## src/rtl/iil_pkg.sv

```systemverilog
package iil_pkg;

  localparam int ISSUE_W = 2;

  typedef enum logic [2:0] {
    CL_NONE   = 3'd0,
    CL_ALU    = 3'd1,
    CL_LOAD   = 3'd2,
    CL_STORE  = 3'd3,
    CL_BRANCH = 3'd4,
    CL_MUL    = 3'd5
  } iclass_e;

endpackage

```

## src/rtl/iil_rst_sync.sv

```systemverilog
module iil_rst_sync (
  input  logic clk,
  input  logic rst_ni,
  output logic rst_no
);

  logic [1:0] sync_q;

  always_ff @(posedge clk or negedge rst_ni) begin
    if (!rst_ni) sync_q <= 2'b00;
    else         sync_q <= {sync_q[0], 1'b1};
  end

  assign rst_no = sync_q[1];

endmodule

```

## src/rtl/iil_slot_hazard.sv

```systemverilog
module iil_slot_hazard
  import iil_pkg::*;
#(
  parameter int RW  = 5,
  parameter int NLD = 2
) (
  input  logic                    valid,
  input  iclass_e                 cls,
  input  logic [RW-1:0]           dst,
  input  logic [RW-1:0]           srca,
  input  logic [RW-1:0]           srcb,
  input  logic [NLD-1:0]          ld_v,
  input  logic [NLD-1:0][RW-1:0]  ld_dst,
  input  logic                    mul_busy,
  input  logic [RW-1:0]           mul_dst,
  input  logic                    block_all,
  output logic                    hazard
);

  logic ld_hit;
  logic mul_hit;
  logic freeze_hit;

  // Load shadow: a source matching a load issued one cycle earlier.
  always_comb begin
    ld_hit = 1'b0;
    for (int j = 0; j < NLD; j++) begin
      if (ld_v[j] && (ld_dst[j] != '0) &&
          ((srca == ld_dst[j]) || (srcb == ld_dst[j]))) begin
        ld_hit = 1'b1;
      end
    end
  end

  // Multiplier: structural conflict or any touch of its destination.
  always_comb begin
    mul_hit = 1'b0;
    if (mul_busy) begin
      if (cls == CL_MUL) begin
        mul_hit = 1'b1;
      end else if (mul_dst != '0) begin
        mul_hit = (srca == mul_dst) || (srcb == mul_dst) || (dst == mul_dst);
      end
    end
    freeze_hit = mul_busy && block_all;
  end

  assign hazard = valid && (ld_hit || mul_hit || freeze_hit);

endmodule

```

## src/rtl/iil_pair_dep.sv

```systemverilog
module iil_pair_dep #(
  parameter int RW = 5
) (
  input  logic          v_old,
  input  logic [RW-1:0] d_old,
  input  logic [RW-1:0] a_old,
  input  logic [RW-1:0] b_old,
  input  logic          v_new,
  input  logic [RW-1:0] d_new,
  input  logic [RW-1:0] a_new,
  input  logic [RW-1:0] b_new,
  output logic [2:0]    dep
);

  logic both;
  logic raw;
  logic waw;
  logic war;

  always_comb begin
    both = v_old && v_new;
    raw  = (d_old != '0) && ((a_new == d_old) || (b_new == d_old));
    waw  = (d_old != '0) && (d_new == d_old);
    war  = (d_new != '0) && ((d_new == a_old) || (d_new == b_old));
    dep  = both ? {raw, waw, war} : 3'b000;
  end

endmodule

```

## src/rtl/iil_scoreboard.sv

```systemverilog
module iil_scoreboard
  import iil_pkg::*;
#(
  parameter int RW      = 5,
  parameter int MUL_LAT = 3,
  localparam int CW     = (MUL_LAT > 2) ? $clog2(MUL_LAT) : 1
) (
  input  logic                        clk,
  input  logic                        rst_n,
  input  logic [ISSUE_W-1:0]          iss,
  input  iclass_e                     cls [ISSUE_W],
  input  logic [ISSUE_W-1:0][RW-1:0]  dst,
  output logic [ISSUE_W-1:0]          ld_v,
  output logic [ISSUE_W-1:0][RW-1:0]  ld_dst,
  output logic                        mul_busy,
  output logic [RW-1:0]               mul_dst
);

  logic [CW-1:0]               cnt_q, cnt_d;
  logic [RW-1:0]               mdst_q, mdst_d;
  logic                        mdst_en;
  logic [ISSUE_W-1:0]          ldv_q, ldv_d;
  logic [ISSUE_W-1:0][RW-1:0]  ldd_q, ldd_d;
  logic [ISSUE_W-1:0]          mul_start;

  // Next state
  always_comb begin
    for (int k = 0; k < ISSUE_W; k++) begin
      mul_start[k] = iss[k] && (cls[k] == CL_MUL);
      ldv_d[k]     = iss[k] && (cls[k] == CL_LOAD) && (dst[k] != '0);
      ldd_d[k]     = ldv_d[k] ? dst[k] : '0;
    end
    cnt_d   = (cnt_q != '0) ? cnt_q - 1'b1 : cnt_q;
    mdst_en = |mul_start;
    mdst_d  = mul_start[0] ? dst[0] : dst[1];
    if (mdst_en) cnt_d = CW'(MUL_LAT - 1);
  end

  // Registers
  always_ff @(posedge clk or negedge rst_n) begin
    if (!rst_n) begin
      cnt_q <= '0;
      ldv_q <= '0;
      ldd_q <= '0;
    end else begin
      cnt_q <= cnt_d;
      ldv_q <= ldv_d;
      ldd_q <= ldd_d;
    end
  end

  always_ff @(posedge clk or negedge rst_n) begin
    if (!rst_n)       mdst_q <= '0;
    else if (mdst_en) mdst_q <= mdst_d;
  end

  assign ld_v     = ldv_q;
  assign ld_dst   = ldd_q;
  assign mul_busy = (cnt_q != '0);
  assign mul_dst  = mdst_q;

  // the multiplier is never restarted while it is running
  p_no_mul_restart_r4: assert property (@(posedge clk) disable iff (!rst_n)
    mul_busy |-> (mul_start == '0));

endmodule

```

## src/rtl/iil_issue_unit.sv

```systemverilog
module iil_issue_unit
  import iil_pkg::*;
#(
  parameter int NREG    = 32,
  parameter int MUL_LAT = 3,
  localparam int RW     = $clog2(NREG)
) (
  input  logic          clk,
  input  logic          rst_n,
  input  logic          dual_mode,
  input  logic          mul_block_all,
  input  logic          s0_valid,
  input  logic [2:0]    s0_cls,
  input  logic [RW-1:0] s0_dst,
  input  logic [RW-1:0] s0_srca,
  input  logic [RW-1:0] s0_srcb,
  input  logic          s1_valid,
  input  logic [2:0]    s1_cls,
  input  logic [RW-1:0] s1_dst,
  input  logic [RW-1:0] s1_srca,
  input  logic [RW-1:0] s1_srcb,
  output logic [1:0]    issue_valid,
  output logic          stall,
  output logic [2:0]    dep_vec
);

  logic                        rst_sn;
  logic [ISSUE_W-1:0]          v;
  iclass_e                     cls [ISSUE_W];
  logic [ISSUE_W-1:0][RW-1:0]  dst, sa, sb;
  logic [ISSUE_W-1:0]          haz;
  logic [ISSUE_W-1:0]          ld_v;
  logic [ISSUE_W-1:0][RW-1:0]  ld_dst;
  logic                        mul_busy;
  logic [RW-1:0]               mul_dst;
  logic [2:0]                  dep;
  logic [ISSUE_W-1:0]          iss;
  logic                        pair_ok;

  iil_rst_sync u_rst (
    .clk    (clk),
    .rst_ni (rst_n),
    .rst_no (rst_sn)
  );

  assign v   = {s1_valid, s0_valid};
  assign dst = {s1_dst, s0_dst};
  assign sa  = {s1_srca, s0_srca};
  assign sb  = {s1_srcb, s0_srcb};
  assign cls[0] = iclass_e'(s0_cls);
  assign cls[1] = iclass_e'(s1_cls);

  for (genvar g = 0; g < ISSUE_W; g++) begin : g_slot
    iil_slot_hazard #(.RW(RW), .NLD(ISSUE_W)) u_haz (
      .valid     (v[g]),
      .cls       (cls[g]),
      .dst       (dst[g]),
      .srca      (sa[g]),
      .srcb      (sb[g]),
      .ld_v      (ld_v),
      .ld_dst    (ld_dst),
      .mul_busy  (mul_busy),
      .mul_dst   (mul_dst),
      .block_all (mul_block_all),
      .hazard    (haz[g])
    );
  end

  iil_pair_dep #(.RW(RW)) u_pair (
    .v_old (v[0]),
    .d_old (dst[0]),
    .a_old (sa[0]),
    .b_old (sb[0]),
    .v_new (v[1]),
    .d_new (dst[1]),
    .a_new (sa[1]),
    .b_new (sb[1]),
    .dep   (dep)
  );

  // Issue decision: older first, younger only alongside it
  always_comb begin
    iss[0]  = v[0] && !haz[0];
    pair_ok = dual_mode && v[1] && !haz[1] && (dep == 3'b000) &&
              !((cls[0] == CL_MUL) && (cls[1] == CL_MUL));
    iss[1]  = iss[0] && pair_ok;
  end

  iil_scoreboard #(.RW(RW), .MUL_LAT(MUL_LAT)) u_sb (
    .clk      (clk),
    .rst_n    (rst_sn),
    .iss      (iss),
    .cls      (cls),
    .dst      (dst),
    .ld_v     (ld_v),
    .ld_dst   (ld_dst),
    .mul_busy (mul_busy),
    .mul_dst  (mul_dst)
  );

  assign issue_valid = iss;
  assign stall       = v[0] && !iss[0];
  assign dep_vec     = dep;

  p_pair_order_r9: assert property (@(posedge clk) disable iff (!rst_sn)
    issue_valid[1] |-> issue_valid[0]);

  p_single_issue_r8: assert property (@(posedge clk) disable iff (!rst_sn)
    !dual_mode |-> !issue_valid[1]);

  p_dep_blocks_pair_r7: assert property (@(posedge clk) disable iff (!rst_sn)
    (dep_vec != 3'b000) |-> !issue_valid[1]);

  p_freeze_r5: assert property (@(posedge clk) disable iff (!rst_sn)
    (mul_block_all && mul_busy) |-> (issue_valid == 2'b00));

  p_load_shadow_r3: assert property (@(posedge clk) disable iff (!rst_sn)
    (ld_v[0] && (ld_dst[0] != '0) && (s0_srca == ld_dst[0])) |-> !issue_valid[0]);

  p_r0_free_r6: assert property (@(posedge clk) disable iff (!rst_sn)
    (s0_valid && !mul_busy && (s0_dst == '0) && (s0_srca == '0) &&
     (s0_srcb == '0)) |-> issue_valid[0]);

endmodule

```

## config.mk

```make
export PLATFORM = sky130hd
export DESIGN_NAME = iil_issue_unit
export DESIGN_NICKNAME = d
export VERILOG_FILES = /design/src/rtl/iil_pkg.sv /design/src/rtl/iil_rst_sync.sv /design/src/rtl/iil_slot_hazard.sv /design/src/rtl/iil_pair_dep.sv /design/src/rtl/iil_scoreboard.sv /design/src/rtl/iil_issue_unit.sv
export SDC_FILE = /design/constraint.sdc
export NUM_CORES = 1
export LEC_CHECK = 0
export BUFFER_PORTS_ARGS = -buffer_cell sky130_fd_sc_hd__clkbuf_2
export CAP_MARGIN = 30
export CELL_PAD_IN_SITES_DETAIL_PLACEMENT = 0
export CELL_PAD_IN_SITES_GLOBAL_PLACEMENT = 1
export CORE_AREA = 2 2 96 61
export CTS_CLUSTER_DIAMETER = 30
export CTS_CLUSTER_SIZE = 10
export DETAILED_ROUTE_END_ITERATION = 7
export DIE_AREA = 0 0 98 63
export GPL_TIMING_DRIVEN = 0
export HOLD_SLACK_MARGIN = 0.02
export PLACE_DENSITY_LB_ADDON = 0.05
export REMOVE_ABC_BUFFERS = 1
export SLEW_MARGIN = 20
export SYNTH_ARGS = -nofsm -noshare
export SYNTH_HDL_FRONTEND = slang
export SYNTH_HIERARCHICAL = 1
export SYNTH_SLANG_ARGS = --single-unit
```

## constraint.sdc

```tcl
create_clock -name clk -period 2.7 [get_ports clk]
set_clock_uncertainty 0.1 [all_clocks]
set_input_delay 0.135 -clock clk [delete_from_list [all_inputs] [get_ports clk]]
set_output_delay 0.135 -clock clk [all_outputs]
set_load 0.05 [all_outputs]
```

; Yosys cells after proc, flatten, opt, wreduce, memory -nomap -nowiden
; Index checks and enable logic that the tools add are counted.
[totals]
register_bits = 21
wordCells = 100
output_inout_bits = 6
input_bits = 42
[op_classes]
n_mux = 16
addsub = 1
n_eq_ne = 23
n_reduce_logical = 54
[ops]
columns = cell, n
row1 = equality test 5 bit, 19
row2 = logical AND 1 bit, 27
row3 = nonzero test 5 bit, 5
row4 = two-way mux 5 bit, 3
row5 = logical OR 1 bit, 14
row6 = two-way mux 1 bit, 10
row7 = equality test 3 x 2 -> 1 bit (second input constant), 2
row8 = equality test 3 bit (second input constant), 2
row9 = logical NOT 1 bit, 4
row10 = two-way mux 2 bit, 2
row11 = nonzero test 2 bit, 2
row12 = logical NOT 3 bit, 1
row13 = two-way mux 3 bit, 1
row14 = OR reduction 2 bit, 1
row15 = subtractor 2 x 1 -> 2 bit (second input constant), 1

; Longest topological paths before layout
[depth]
ltp_word = 17
depth_mapped = 11
ltp_nobuf = 11

; Hierarchy
; Netlist, hierarchy kept.
[by_module_without_submodules]
columns = mod, cells_per_inst, area_each_um2, n_inst, seq_area_each_um2
row1 = iil_slot_hazard, 61, 459.2, 2, 0.0
row2 = iil_scoreboard, 62, 768.2, 1, 475.5
row3 = iil_pair_dep, 41, 315.3, 1, 0.0
row4 = iil_issue_unit, 7, 63.8, 1, 0.0
row5 = iil_rst_sync, 3, 53.8, 1, 50.0

; Worst setup path before layout
; No wires, ideal clock.
[synth_path]
path_type = input -> register
start = in s0_dst[4]
end = reg u_sb.mdst_q[4], in the netlist u_sb/mul_dst[4]
required_ns = 2.474
stages = 8
setup_slack_ns = -0.523
setup_ns = 0.126
arrival_ns = 2.997
path_buffers = 0
cell_sequence = xnor2_1 nand3_1 nor4_1 nor4b_2 o311a_1 nand4b_2 mux2i_1 a21oi_1
[synth_between]
word_cells_on_any_way = 26
cone_classes = eq/ne (4) / mux (5) / reduce/logical (17)
[synth_rtl]
columns = item, line
row1 = "start, declared", iil_issue_unit.sv:14  ; input logic [RW-1:0] s0_dst,
row2 = equality test 5 bit or nonzero test 5 bit (tied branches), iil_pair_dep.sv:23  ; waw = (d_old != '0) && (d_new == d_old);
row3 = logical AND 1 bit *, iil_pair_dep.sv:23
row4 = two-way mux 3 bit *, iil_pair_dep.sv:25  ; dep = both ? {raw, waw, war} : 3'b000;
row5 = via dep_vec[1], iil_issue_unit.sv:24  ; output logic [2:0] dep_vec
row6 = logical NOT 3 bit *, iil_issue_unit.sv:84  ; pair_ok = dual_mode && v[1] && !haz[1] && (dep == 3'b000) &&
row7 = logical AND 1 bit * (2 in a row), iil_issue_unit.sv:84
row8 = logical AND 1 bit *, iil_issue_unit.sv:86  ; iss[1] = iss[0] && pair_ok;
row9 = via issue_valid[1], iil_issue_unit.sv:22  ; output logic [1:0] issue_valid,
row10 = logical AND 1 bit *, iil_scoreboard.sv:29  ; mul_start[k] = iss[k] && (cls[k] == CL_MUL);
row11 = OR reduction 2 bit *, iil_scoreboard.sv:34  ; mdst_en = |mul_start;
row12 = "end signal, assigned", iil_scoreboard.sv:54  ; else if (mdst_en) mdst_q <= mdst_d;
row13 = "end, declared", iil_scoreboard.sv:20  ; logic [RW-1:0] mdst_q, mdst_d;
; Mark *: on every way through the listed nets, which the timed path passes. The rest lies on a longest branch.
; A chain may end at the register's enable or synchronous reset.

; Worst setup path after layout
[layout_path]
start = reg u_sb.mdst_q[0], in the netlist u_sb/mul_dst[0]
end = out issue_valid[1]
[layout_between]
word_cells_on_any_way = 30
cone_classes = eq/ne (6) / mux (6) / reduce/logical (18)
[layout_rtl]
columns = item, line
row1 = equality test 5 bit, iil_slot_hazard.sv:42  ; mul_hit = (srca == mul_dst) || (srcb == mul_dst) || (dst == mul_dst);
row2 = logical OR 1 bit (2 in a row), iil_slot_hazard.sv:42
row3 = two-way mux 1 bit *, iil_slot_hazard.sv:41  ; end else if (mul_dst != '0) begin
row4 = two-way mux 1 bit *, iil_slot_hazard.sv:39  ; if (cls == CL_MUL) begin
row5 = two-way mux 1 bit *, iil_slot_hazard.sv:38  ; if (mul_busy) begin
row6 = logical OR 1 bit * (2 in a row), iil_slot_hazard.sv:48  ; assign hazard = valid && (ld_hit || mul_hit || freeze_hit);
row7 = logical AND 1 bit *, iil_slot_hazard.sv:48
row8 = via haz[0], iil_issue_unit.sv:31  ; logic [ISSUE_W-1:0] haz;
row9 = logical NOT 1 bit *, iil_issue_unit.sv:83  ; iss[0] = v[0] && !haz[0];
row10 = logical AND 1 bit *, iil_issue_unit.sv:83
row11 = logical AND 1 bit *, iil_issue_unit.sv:86
row12 = "end, declared", iil_issue_unit.sv:22
; Marks and branches as above.

==> results.yml <==
status:
  status: "finished with violations"
  failed_checks: "negative setup slack"
sta:
  drv_slew: 0
  final_hold_viol_count: 0
  worst_slew_pin_slew_ns: 0.796
  min_period_ns: 2.83
  fin_ws_ns: -0.129
  max_slew_margin: 0.469
  finalSetupViolations: 13
  maxClockFrequency_mhz: 353
  fin_crit_sh: 1.05
  rsz0062_at_grt: "true"
pwr:
  pwr-share-comb: 0.499
  powerDensity_nw_per_um2: 495
  power.clock.fraction: 0.155
  p_int_uw: 808
  seqPwrFrac: 0.346
  p_sw_frac: 0.394
  p_leak_nw: 1.21
  ir_drop_mv: 0.522
  switching_power_uw: 526
placement:
  gp_congestion: 0.785
  post-place-ws_ns: -0.538
  dpl_cell_area_um2: 2440
  dp.cells: 350
  dp_hpwl_mm: 5.06
  io_buffers: 47
detailed_routing:
  drt_iter0_drc: 95
  final_antenna_net_count: 0
  vias: 1964
  drt-wirelength-per-cell_um: 17.9
  vias_per_cell: 5.27
  drc: 0
  wl_mm: 6.68
  dr.pass1.iters: 4
grt:
  top_usage_layer: "met1"
  antenna_found_initial: 0
  grt_use_met2: 0.335
  grtUsageMet1: 0.352
  grt_first_pass_wirelength_mm: 10.9
  grt_max_degree: 20
  grt_pass1_vias: 1961
  overflow: 0
  grt_usage: 0.224
  met3_usage: 0.0168
synthesis:
  synthMuxAreaShare: 0.0289
  synthFlopType: "dfrtp_1"
  syn-cell-area_um2: 2120
  avgSynthCellArea_um2: 9.02
  synth-xor-area-share: 0.397
  syn_inst: 235
  ys_seq_elements: 21
  synth-compound-area-share: 0.0956
  yosys.area_share.simple: 0.214
  synth_top_family_by_area: "XOR/XNOR gates"
  ys_warn_count: 6
  synth_edf_count: 0
  synth.distinct_cells: 34
  async_flop_share: 1.00
  synth_fa_ha_area_frac: 0.00590
  ys_seq_area_frac: 0.248
setup_path:
  crit_fanout: 4
  criticalPathCategory: "register to primary output"
  worstPathRequired_ns: 2.47
  start_kind: "register"
  cp.arrival_ns: 2.59
  end_kind: "primary output"
min_path:
  hp-class: "primary input to asynchronous set/reset pin"
clocking:
  clockRootBuffer: "clkbuf_8"
  htreeDepth: 1
  cts_tree: "yes"
  cts_sinks: 21
  cts_buffer_depth: 2
  cts_buffers: 3
  clk_latency_ns: 0.26
  clk_pin_slew_ns: 0.08
floorplanning:
  die_height_um: 63
  io_pins: 48
  core_area_um2: 5330
  dieArea_um2: 6170
  die_width_um: 98
  num_rows: 21
  start_util: 0.397
final_layout:
  fin_area_um2: 2700
  final_cells: 373
  fillers: 528
  nets: 348
  n_antenna_cell: 0
  final-seq-area_um2: 539
  areaGrowthSynthToFinish_pct: 27.2
  final_util: 0.505
  multi_input_area_um2: 1620
  drive_gt1_frac: 0.306
run:
  maxCapViolCount: 0
[cell families after synthesis]
group | after synthesis
XOR/XNOR | 96
AND/OR/NAND/NOR | 75
AO/OA/AOI/OAI | 30
flip-flops | 21
multiplexers | 6
buffers and inverters | 5
adder cells (fa/ha/maj) | 1
other | 1
[power groups by stage]
stage          Sequential (mW)  Clock [mW]  Combinational (mW)
6_report                 0.462       0.206               0.666
5_1_grt                  0.469       0.234               0.737
4_1_cts                  0.456       0.218               0.661
3_5_place_dp             0.501           0               0.521
3_3_place_gp             0.501           0               0.517
2_1_floorplan            0.454           0               0.386
[timing repair]
item	4_1_cts	5_1_grt
hold buffers	1	0
pin swaps	12	7
gates resized for setup	21	4
endpoints found under the hold margin	2	0
buffers inserted	16	2
setup endpoints to repair	15	15
[final cells by class]
class	count	share of cell area
multi-input cells	209	0.600
flip-flops and latches	21	0.200
repair buffers	66	0.145
well taps	69	0.0320
clock buffers	4	0.0167
inverters	4	0.00557
[cell usage in the layout (no fill, tap or decap), types with 4 or more instances in the layout]
master    instances
a21oi_1          11
nor3_1           18
mux2i_1           5
nand3_1          18
or4_1             9
clkbuf_2         45
xor2_1           56
dfrtp_2          11
inv_1             4
buf_4            18
xnor2_1          40
dfrtp_1          10
a31oi_1           4
and2_1            9
nor2_1            5
clkbuf_8          4
[layer usage]
layer,share of wire,routed length (um),vias to the layer above
li1,-,-,961
met1,0.53,3550,960
met2,0.43,2840,41
met3,0.039,261,2
met4,0.0040,27,0
met5,0,0,-
[state kept, by name, summed over array words and instances, names as in the netlist]
name and flops:
u_sb/ld_dst 10, u_rst/sync_q 2, u_sb/ld_v 2, u_sb/mul_dst 5
u_sb/cnt_q 2
[per-stage QoR]
stage	hold WS (ns)	TNS (ns)	total power [mW]
final	0.0881	-1.29	1.33
after global routing	0.108	-2.47	1.44
after CTS	0.0774	-1.57	1.33
after detailed placement	-0.172	-5.53	1.02
after global placement	-0.178	-5.68	1.02
after floorplan	-0.261	-5.57	0.841
[cell usage after synthesis (4+ instances only)]
master	count	area [um2]
xor2_1	56	490
xnor2_1	40	350
dfrtp_1	21	526
nor3_1	19	95.1
nand3_1	18	90.1
a21oi_1	11	55.1
or4_1	10	75.1
and2_1	9	56.3
mux2i_1	5	50.1
nor2_1	5	18.8
a31oi_1	4	25.0
inv_1	4	15.0
o21ai_0	4	20.0
[critical path, stage by stage (launching register included)]
cell	delay [ns]
dfrtp_2	0.43
or4_4	0.55
o31ai_4	0.19
a31oi_1	0.06
o31a_1	0.28
nor4b_2	0.27
o311a_1	0.32
clkbuf_8	0.23
[path summary, 6_finish.rpt]
kind | from | end | slack, ns | depth (start not counted)
setup / recovery | u_sb/mul_dst[0] | issue_valid[1] | -0.13 | 7
hold / removal | rst_n | u_rst/sync_q[1] | 0.09 | 2
setup reg to reg | u_sb/mul_dst[0] | u_sb/mul_dst[0] | -0.12 | 9
hold reg to reg | u_rst/sync_q[1] | u_sb/cnt_q[0] | 0.23 | 0
max in group asynchronous | u_rst/sync_q[1] | u_sb/ld_dst[7] | 1.72 | 0
min in group clk | s1_cls[0] | u_sb/ld_v[1] | 0.16 | 3
No activity file was read; power rests on OpenSTA's default activity.
